## src/rtl/par_key_search.sv

```systemverilog
module par_key_search #(
  parameter int LANES     = 8,
  parameter int WORD_W    = 8,
  parameter bit TREE_MODE = 1'b1
) (
  input  logic                    clk,
  input  logic                    rst_n,
  input  logic                    start,
  input  logic [WORD_W-1:0]       key,
  input  logic [LANES*WORD_W-1:0] array_in,
  output logic                    busy,
  output logic                    done,
  output logic                    found
);
  localparam int STEPS   = $clog2(LANES);
  localparam int STEP_W  = $clog2(STEPS + 1);
  localparam int LATENCY = TREE_MODE ? STEPS + 1 : 2;

  typedef enum logic [1:0] {S_IDLE, S_CMP, S_FOLD} state_t;

  state_t                  state;
  logic [WORD_W-1:0]       key_q;
  logic [LANES*WORD_W-1:0] arr_q;
  logic [LANES-1:0]        flags, hit, fold;
  logic [STEP_W-1:0]       step;
  logic                    done_q, found_q;

  for (genvar i = 0; i < LANES; i++) begin : g_lane
    assign hit[i] = (arr_q[i*WORD_W +: WORD_W] == key_q);
    if (i < LANES / 2) begin : g_pair
      assign fold[i] = flags[2*i] | flags[2*i+1];
    end else begin : g_idle
      assign fold[i] = 1'b0;
    end
  end

  always_ff @(posedge clk or negedge rst_n) begin
    if (!rst_n) begin
      state   <= S_IDLE;
      key_q   <= '0;
      arr_q   <= '0;
      flags   <= '0;
      step    <= '0;
      done_q  <= 1'b0;
      found_q <= 1'b0;
    end else begin
      done_q <= 1'b0;
      case (state)
        S_IDLE: if (start) begin
          key_q   <= key;
          arr_q   <= array_in;
          found_q <= 1'b0;
          state   <= S_CMP;
        end
        S_CMP: begin
          flags <= hit;
          step  <= '0;
          state <= S_FOLD;
        end
        S_FOLD: begin
          if (TREE_MODE) begin
            flags <= fold;
            if (step == STEP_W'(STEPS - 1)) begin
              found_q <= fold[0];
              done_q  <= 1'b1;
              state   <= S_IDLE;
            end else begin
              step <= step + 1'b1;
            end
          end else begin
            found_q <= |flags;
            done_q  <= 1'b1;
            state   <= S_IDLE;
          end
        end
        default: state <= S_IDLE;
      endcase
    end
  end

  assign busy  = (state != S_IDLE);
  assign done  = done_q;
  assign found = found_q;
endmodule

```

## config.mk

```make
export PLATFORM = sky130hd
export DESIGN_NAME = par_key_search
export DESIGN_NICKNAME = d
export VERILOG_FILES = /design/src/rtl/par_key_search.sv
export SDC_FILE = /design/constraint.sdc
export NUM_CORES = 1
export LEC_CHECK = 0
export ABC_AREA = 1
export BUFFER_PORTS_ARGS = -buffer_cell sky130_fd_sc_hd__buf_2
export CAP_MARGIN = 0
export CORE_MARGIN = 5
export CORE_UTILIZATION = 45
export CTS_BUF_LIST = sky130_fd_sc_hd__clkbuf_8
export CTS_CLUSTER_SIZE = 24
export DETAILED_ROUTE_END_ITERATION = 6
export MAX_ROUTING_LAYER = met4
export PLACE_DENSITY = 0.64
export SYNTH_ARGS = -nofsm -noshare
export SYNTH_HDL_FRONTEND = slang
export SYNTH_SLANG_ARGS = --single-unit
```

## constraint.sdc

```tcl
create_clock -name clk -period 2.32 [get_ports clk]
set_clock_uncertainty 0.2 [all_clocks]
set_input_delay 0.232 -clock clk [delete_from_list [all_inputs] [get_ports clk]]
set_output_delay 0.232 -clock clk [all_outputs]
set_load 0.01 [all_outputs]
```

==> summary.md, run 1 <==
| Metric | Value |
|---|---|
| Run status | finished, final reports clean |
| Multi-input logic area | 1860 µm² |
| Hold buffers post-CTS | 73 |
| Syn Area/Cell | 9.02 µm² |
| Clock tree from TritonCTS | done |
| CTS clk-pin slew, worst paths | 90 ps |
| Compound-Gate Fraction of Synth Area | 7.48% |
| # nets final | 705 |
| Die W | 108 µm |
| Final Hold Fails | 0 |
| Critical path arrival | 1990 ps |
| Register area share after synthesis | 50.0% |
| Most common cell on crit path | o21ai_0 |
| Mux cell area share after synthesis | 10.5% |
| Hold slack | 80.1 ps |
| Global-route wire length before repair | 17,100 µm |
| Clk buf depth | 2 |
| Switching Share | 40.3% |
| Reg power frac | 40.4% |
| Tightest Pin Transition | 591 ps |
| Synthesized area | 4300 µm² |
| All-Layer GR Usage | 19.3% |
| Post-CTS setup repair buffer count | 0 |
| Initial antenna violation count | 0 |
| Fmax | 525 MHz |
| Final Non-Filler Cells | 759 |
| CP top delay family | flip-flops |
| Sink Count | 86 |
| Num rows | 35 |
| Power Internal | 4.11 mW |
| Slack of the worst reg-to-reg path | 420 ps |
| Synth Area in XOR/XNOR | 4.48% |
| WHS Path Cells | 3 |
| Dpl cells | 670 |
| Yosys Warn Count | 0 |
| Reg-to-reg endpoint | found |
| DR pass1 iterations | 6 |
| Number of flops mapped to enable cells by yosys | 0 |
| Starting density of the core | 46.3% |
| Design Power | 6.88 mW |
| Max-slew violations | 0 |
| Most common cell after layout, fill and taps aside | nand2_1 |
| RSZ-0062 raised after global routing | false |
| Ys async rst share | 100% |
| Avg WL per Cell | 13.5 µm |
| Buffers on Ports | 77 |
| Total congestion overflow | 0 |
| Clock power share | 14.5% |
| Main combinational cell family by area after synthesis | simple AND/OR/NAND/NOR gates |
| Slowest cell delay on critical path | 400 ps |
| Filler cells | 805 |
| Diodes inserted | 0 |
| Yosys reg bits | 86 |
| Clock Tree Root | clkbuf_8 |
| CP Class | register to register |
| Syn_nets | 557 |
| Vias | 3,551 |
| CP required | 2400 ps |
| Post-DRT Antenna Nets | 0 |
| Final min period | 1900 ps |
| MaxCap Viol Count | 0 |
| CP endpoint kind | register |
| Hold crit path type | input port to register |
| CTS resizes | 0 |
| Gp weighted congestion | 0.842 |
| DIE AREA | 11,600 µm² |
| Layout cells sized above 1 | 26.2% |
| Cell count after synthesis | 477 |
| CP cell instances | inv_1, ha_1, inv_2, or2_1, o21ai_2, o21ai_0, o21ai_0 |
| Post-route setup TNS | 0 ps |
| Relative slew slack | 60.6% |
| Core Footprint | 9280 µm² |
| Post-Route Utilization | 61.9% |
| Peak VDD IR | 0.641 mV |
| Leakage | 2.82 nW |
| Netlist cell types | 30 |
| Crit-path max FO | 9 |
| Drt via density | 4.68 |
| Slowest cell on the critical path | dfrtp_1 |
| HPWL after DPL | 7310 µm |
| Hold_sp | start |
| P&R area growth vs syn | 33.5% |
| Critical path startpoint category | register |
| WP buf/inv | 2 |
| Routed WL | 10,300 µm |
| Synth Area in Simple Gates | 19.1% |
| I/O Pins | 78 |
| Pin count of the biggest net entering global routing | 45 |
| Initial drt markers | 127 |
| Cts bufs inserted | 9 |
| Endpoint, Worst Hold | arr_q[12] |
| Combinational share of power | 45.1% |
| Period utilization | 82.1% |
| RR Startpoint | state[0] |
| Setup Viol. Count Final | 0 |
| Top_reg_cell synth | dfrtp_1 |
| Synth Area in Adders | 1.45% |
| Die Height | 108 µm |
| Worst R2R Path Depth | 7 |
| Worst skew pair latency | 350 ps |
| Commonest non-fill, non-tap cells in the layout | 91 x nand2_1, 86 x dfrtp_1, 76 x buf_2 |
| Vias in the first global route | 3,701 |
| NetSw | 2.77 mW |
| Pwr dens | 1200 nW/µm² |
| CTS H-tree lvls | 3 |
| Reg area | 2150 µm² |
| # DRC | 0 |
==> synth_stat cells, types with 2 or more instances <==
library cell  instances  area, µm²
mux2_2               40        450
nand2_2               5       31.3
or2_1                 3       18.8
a21oi_2               4       35.0
a21oi_1              39        195
nand2_1              92        345
nor3_1                2       10.0
nand3_1              13       65.1
or2_2                 4       25.0
inv_1                43        161
buf_2                15       75.1
buf_4                 3       22.5
xnor2_1              12        105
buf_6                 2       22.5
nor2_1               69        259
dfrtp_1              86       2150
o21ai_0               8       40.0
nor2_2                4       25.0
ha_1                  5       62.6
xor2_1               10       87.6
inv_2                 5       18.8
o2111ai_1             2       17.5
nand4_1               3       18.8
o22ai_1               2       12.5
==> tightest hold or removal path, cell delays in order <==
cell and delay, ps:
buf_2 130, nand2_4 140, a21oi_1 90
==> power by group through the flow <==
stage | registers (mW) | clock network (mW) | logic, mW
2_1_floorplan | 2.57 | 0 | 2.52
3_3_place_gp | 2.79 | 0 | 2.96
3_5_place_dp | 2.82 | 0 | 3.04
4_1_cts | 2.79 | 1.01 | 3.15
5_1_grt | 2.88 | 1.06 | 3.54
6_report | 2.78 | 0.997 | 3.10
==> registers in the layout, indices dropped and copies added (netlist names) <==
register,count
arr_q,64
flags,8
key_q,8
state,2
step,2
done,1
found,1
==> final cells by class <==
cell class | count | area share (%)
multi-input cells | 323 | 32.3
inverters | 48 | 3.14
flip-flops and latches | 86 | 37.5
clock buffers | 11 | 2.64
clock inverters | 5 | 0.588
repair buffers | 157 | 21.0
well taps | 129 | 2.81
==> stage by stage <==
step | area (µm²) | setup slack, ps
finish | 5740 | 416
floorplan | 4300 | 722
CTS | 5740 | 410
global placement | 4830 | 564
global route | 5740 | 232
detailed placement | 4830 | 466
==> cells by family (layout without fill, tap and decap cells) <==
family / Yosys count / in the layout
xor+xnor: 22 / 22
simple gates: 198 / 198
buf+inv: 68 / 221
mux: 40 / 40
compound gates: 58 / 58
flops: 86 / 86
fa+ha+maj: 5 / 5
==> worst max-delay path by stage <==
stage / depth (start not counted) / end / start / slack [ps]
2_1_floorplan: 5 / arr_q[10] / state[0] / 720
3_3_place_gp: 7 / found / state[0] / 560
3_5_place_dp: 7 / found / state[0] / 470
4_1_cts: 7 / found / state[0] / 410
5_1_grt: 7 / found / state[0] / 230
6_report: 7 / found / state[0] / 420
==> per-layer routing <==
| metal | vias to the layer above | GRT usage [%] | wire, µm |
|---|---|---|---|
| li1 | 1805 | - | - |
| met4 | 0 | 7.84 | 239 |
| met1 | 1656 | 23.9 | 4570 |
| met5 | - | - | 0 |
| met2 | 72 | 31.9 | 5030 |
| met3 | 18 | 2.76 | 420 |
Power figures use the tool's default switching activity.
==> run 2: changes to the inputs <==
clock period = 1.9 ns   (was 2.32 ns; I/O delays follow)
==> run 2 against run 1 <==
- wire length up 1.4%
- critical path depth down 2
- clock power up 22%
- final cell count up 0.26%
- hold slack worse by 21 ps
- first-iteration DRC count up 17%
- sequential share of layout area down 0.12 points
- power up 23%
- critical endpoint is now arr_q[29]
- largest power group unchanged
==> summary.md, run 2 (synthesized netlist as in run 1, its figures left out) <==
| Metric | Value |
|---|---|
| WHS Path Cells | 3 (unchanged) |
| CP Class | register to register (unchanged) |
| HPWL after DPL | 7190 µm (was 7310 µm) |
| Critical path startpoint category | register (unchanged) |
| Clock tree from TritonCTS | done (unchanged) |
| I/O Pins | 78 (unchanged) |
| Post-DRT Antenna Nets | 0 (unchanged) |
| Run status | finished, final reports clean (unchanged) |
| Max-slew violations | 0 (unchanged) |
| Worst R2R Path Depth | 5 (was 7) |
| Critical path arrival | 1790 ps (was 1990 ps) |
| Layout cells sized above 1 | 26.1% (was 26.2%) |
| Die W | 108 µm (unchanged) |
| Tightest Pin Transition | 563 ps (was 591 ps) |
| Vias in the first global route | 3,582 (was 3,701) |
| Total congestion overflow | 0 (unchanged) |
| Period utilization | 92.5% (was 82.1%) |
| Peak VDD IR | 0.696 mV (was 0.641 mV) |
| # nets final | 707 (was 705) |
| Die Height | 108 µm (unchanged) |
| Critical path origin | state[1] (was state[0]) |
| Hold_sp | start (unchanged) |
| Pwr dens | 1470 nW/µm² (was 1200 nW/µm²) |
| Largest registers | arr_q (64), flags (8), key_q (8) (unchanged) |
| Vias | 3,564 (was 3,551) |
| Initial antenna violation count | 0 (unchanged) |
| Slack of the worst reg-to-reg path | 140 ps (was 420 ps) |
| RSZ-0062 raised after global routing | false (unchanged) |
| Leakage | 2.84 nW (was 2.82 nW) |
| CTS H-tree lvls | 3 (unchanged) |
| Core Footprint | 9280 µm² (unchanged) |
| Sink Count | 86 (unchanged) |
| Clk buf depth | 2 (unchanged) |
| Final Hold Fails | 0 (unchanged) |
| Post-route setup TNS | 0 ps (unchanged) |
| Worst skew pair latency | 350 ps (about the same) |
| Placed instance area | 4840 µm² (was 4830 µm²) |
| All-Layer GR Usage | 19.4% (was 19.3%) |
| Drt via density | 4.68 (about the same) |
| Crit-path max FO | 42 (was 9) |
| Hold crit path type | input port to register (unchanged) |
| CTS clk-pin slew, worst paths | 80 ps (was 90 ps) |
| RR Startpoint | state[1] (was state[0]) |
| Num rows | 35 (unchanged) |
| # DRC | 0 (unchanged) |
| Initial drt markers | 148 (was 127) |
| DIE AREA | 11,600 µm² (unchanged) |
| CP endpoint kind | register (unchanged) |
| Cts bufs inserted | 9 (unchanged) |
| Filler cells | 788 (was 805) |
| Routed WL | 10,400 µm (was 10,300 µm) |
| Fmax | 569 MHz (was 525 MHz) |
| Dpl cells | 672 (was 670) |
| Commonest non-fill, non-tap cells in the layout | 91 x nand2_1, 86 x dfrtp_1, 76 x buf_2 (unchanged) |
| MaxCap Viol Count | 0 (unchanged) |
| Multi-input logic area | 1860 µm² (about the same) |
| Clock Tree Root | clkbuf_8 (unchanged) |
| Avg WL per Cell | 13.7 µm (was 13.5 µm) |
| CP required | 1940 ps (was 2400 ps) |
| Reg area | 2150 µm² (unchanged) |
| Pin count of the biggest net entering global routing | 43 (was 45) |
| Biggest register | arr_q (unchanged) |
| Number of flip-flops in the largest register | 64 (unchanged) |
| P&R area growth vs syn | 34.0% (was 33.5%) |
| Final min period | 1760 ps (was 1900 ps) |
| Reg-to-reg endpoint | arr_q[29] (was found) |
| Final worst slack | 142 ps (was 416 ps) |
| Diodes inserted | 0 (unchanged) |
| Relative slew slack | 62.5% (was 60.6%) |
| Pre-CTS WS | 84.5 ps (was 466 ps) |
| Setup Viol. Count Final | 0 (unchanged) |
| Post-CTS setup repair buffer count | 0 (unchanged) |
| Endpoint, Worst Hold | found (was arr_q[12]) |
| Most common cell after layout, fill and taps aside | nand2_1 (unchanged) |
| Design Power | 8.46 mW (was 6.88 mW) |
| Starting density of the core | 46.3% (unchanged) |
| Gp weighted congestion | 0.798 (was 0.842) |
| DR pass1 iterations | 4 (was 6) |
| Final Non-Filler Cells | 761 (was 759) |
| Buffers on Ports | 77 (unchanged) |
| Global-route wire length before repair | 17,100 µm (about the same) |
| Finished layout cell area | 5760 µm² (was 5740 µm²) |
run 2: how the worst max path moves through the flow:
stage                      to  slack [ps]  depth (start not counted)
finish              arr_q[29]         140                          5
global route         flags[5]          30                          9
CTS                 arr_q[29]          70                          5
detailed placement  arr_q[41]          80                          5
global placement    arr_q[32]         160                          5
floorplan           arr_q[10]         300                          5
run 2: power by group:
part | internal [mW] | total (mW) | switching (mW)
logic | 1.81 | 3.84 | 2.03
clock network | 0.590 | 1.22 | 0.634
registers | 2.69 | 3.39 | 0.700
total | 5.09 | 8.46 | 3.36
run 2: through the flow:
stage / hold slack [ps] / utilization, %
floorplan: -306 / -
global placement: -11.4 / 52.2
detailed placement: -7.76 / 52.2
CTS: 36.7 / 62.0
global route: 66.4 / 62.1
finish: 59.5 / 62.1
run 2: timing repair:
| action | 4_1_cts | 5_1_grt |
|---|---|---|
| endpoints found under the setup margin | 0 | 19 |
| resized for setup | 0 | 2 |
| hold buffers | 73 | 0 |
| endpoints found under the hold margin | 107 | 0 |
run 2: worst max-delay path: stages (launching register included):
cell and delay (ps):
dfrtp_1 380, inv_1 90, ha_2 210, nand2_4 150, buf_12 240, mux2_2 360
run 2: metal layers:
layer	vias up	wire length, µm	track usage [%]
li1	1808	-	-
met1	1674	4740	24.8
met2	74	5160	31.6
met5	-	0	-
met3	8	407	3.12
met4	0	80	6.49
run 2: cell type report:
class | instances | area share (%)
flip-flops and latches | 86 | 37.3
multi-input cells | 323 | 32.3
repair buffers | 159 | 21.2
inverters | 48 | 3.13
well taps | 129 | 2.80
clock buffers | 9 | 2.15
clock inverters | 7 | 1.04
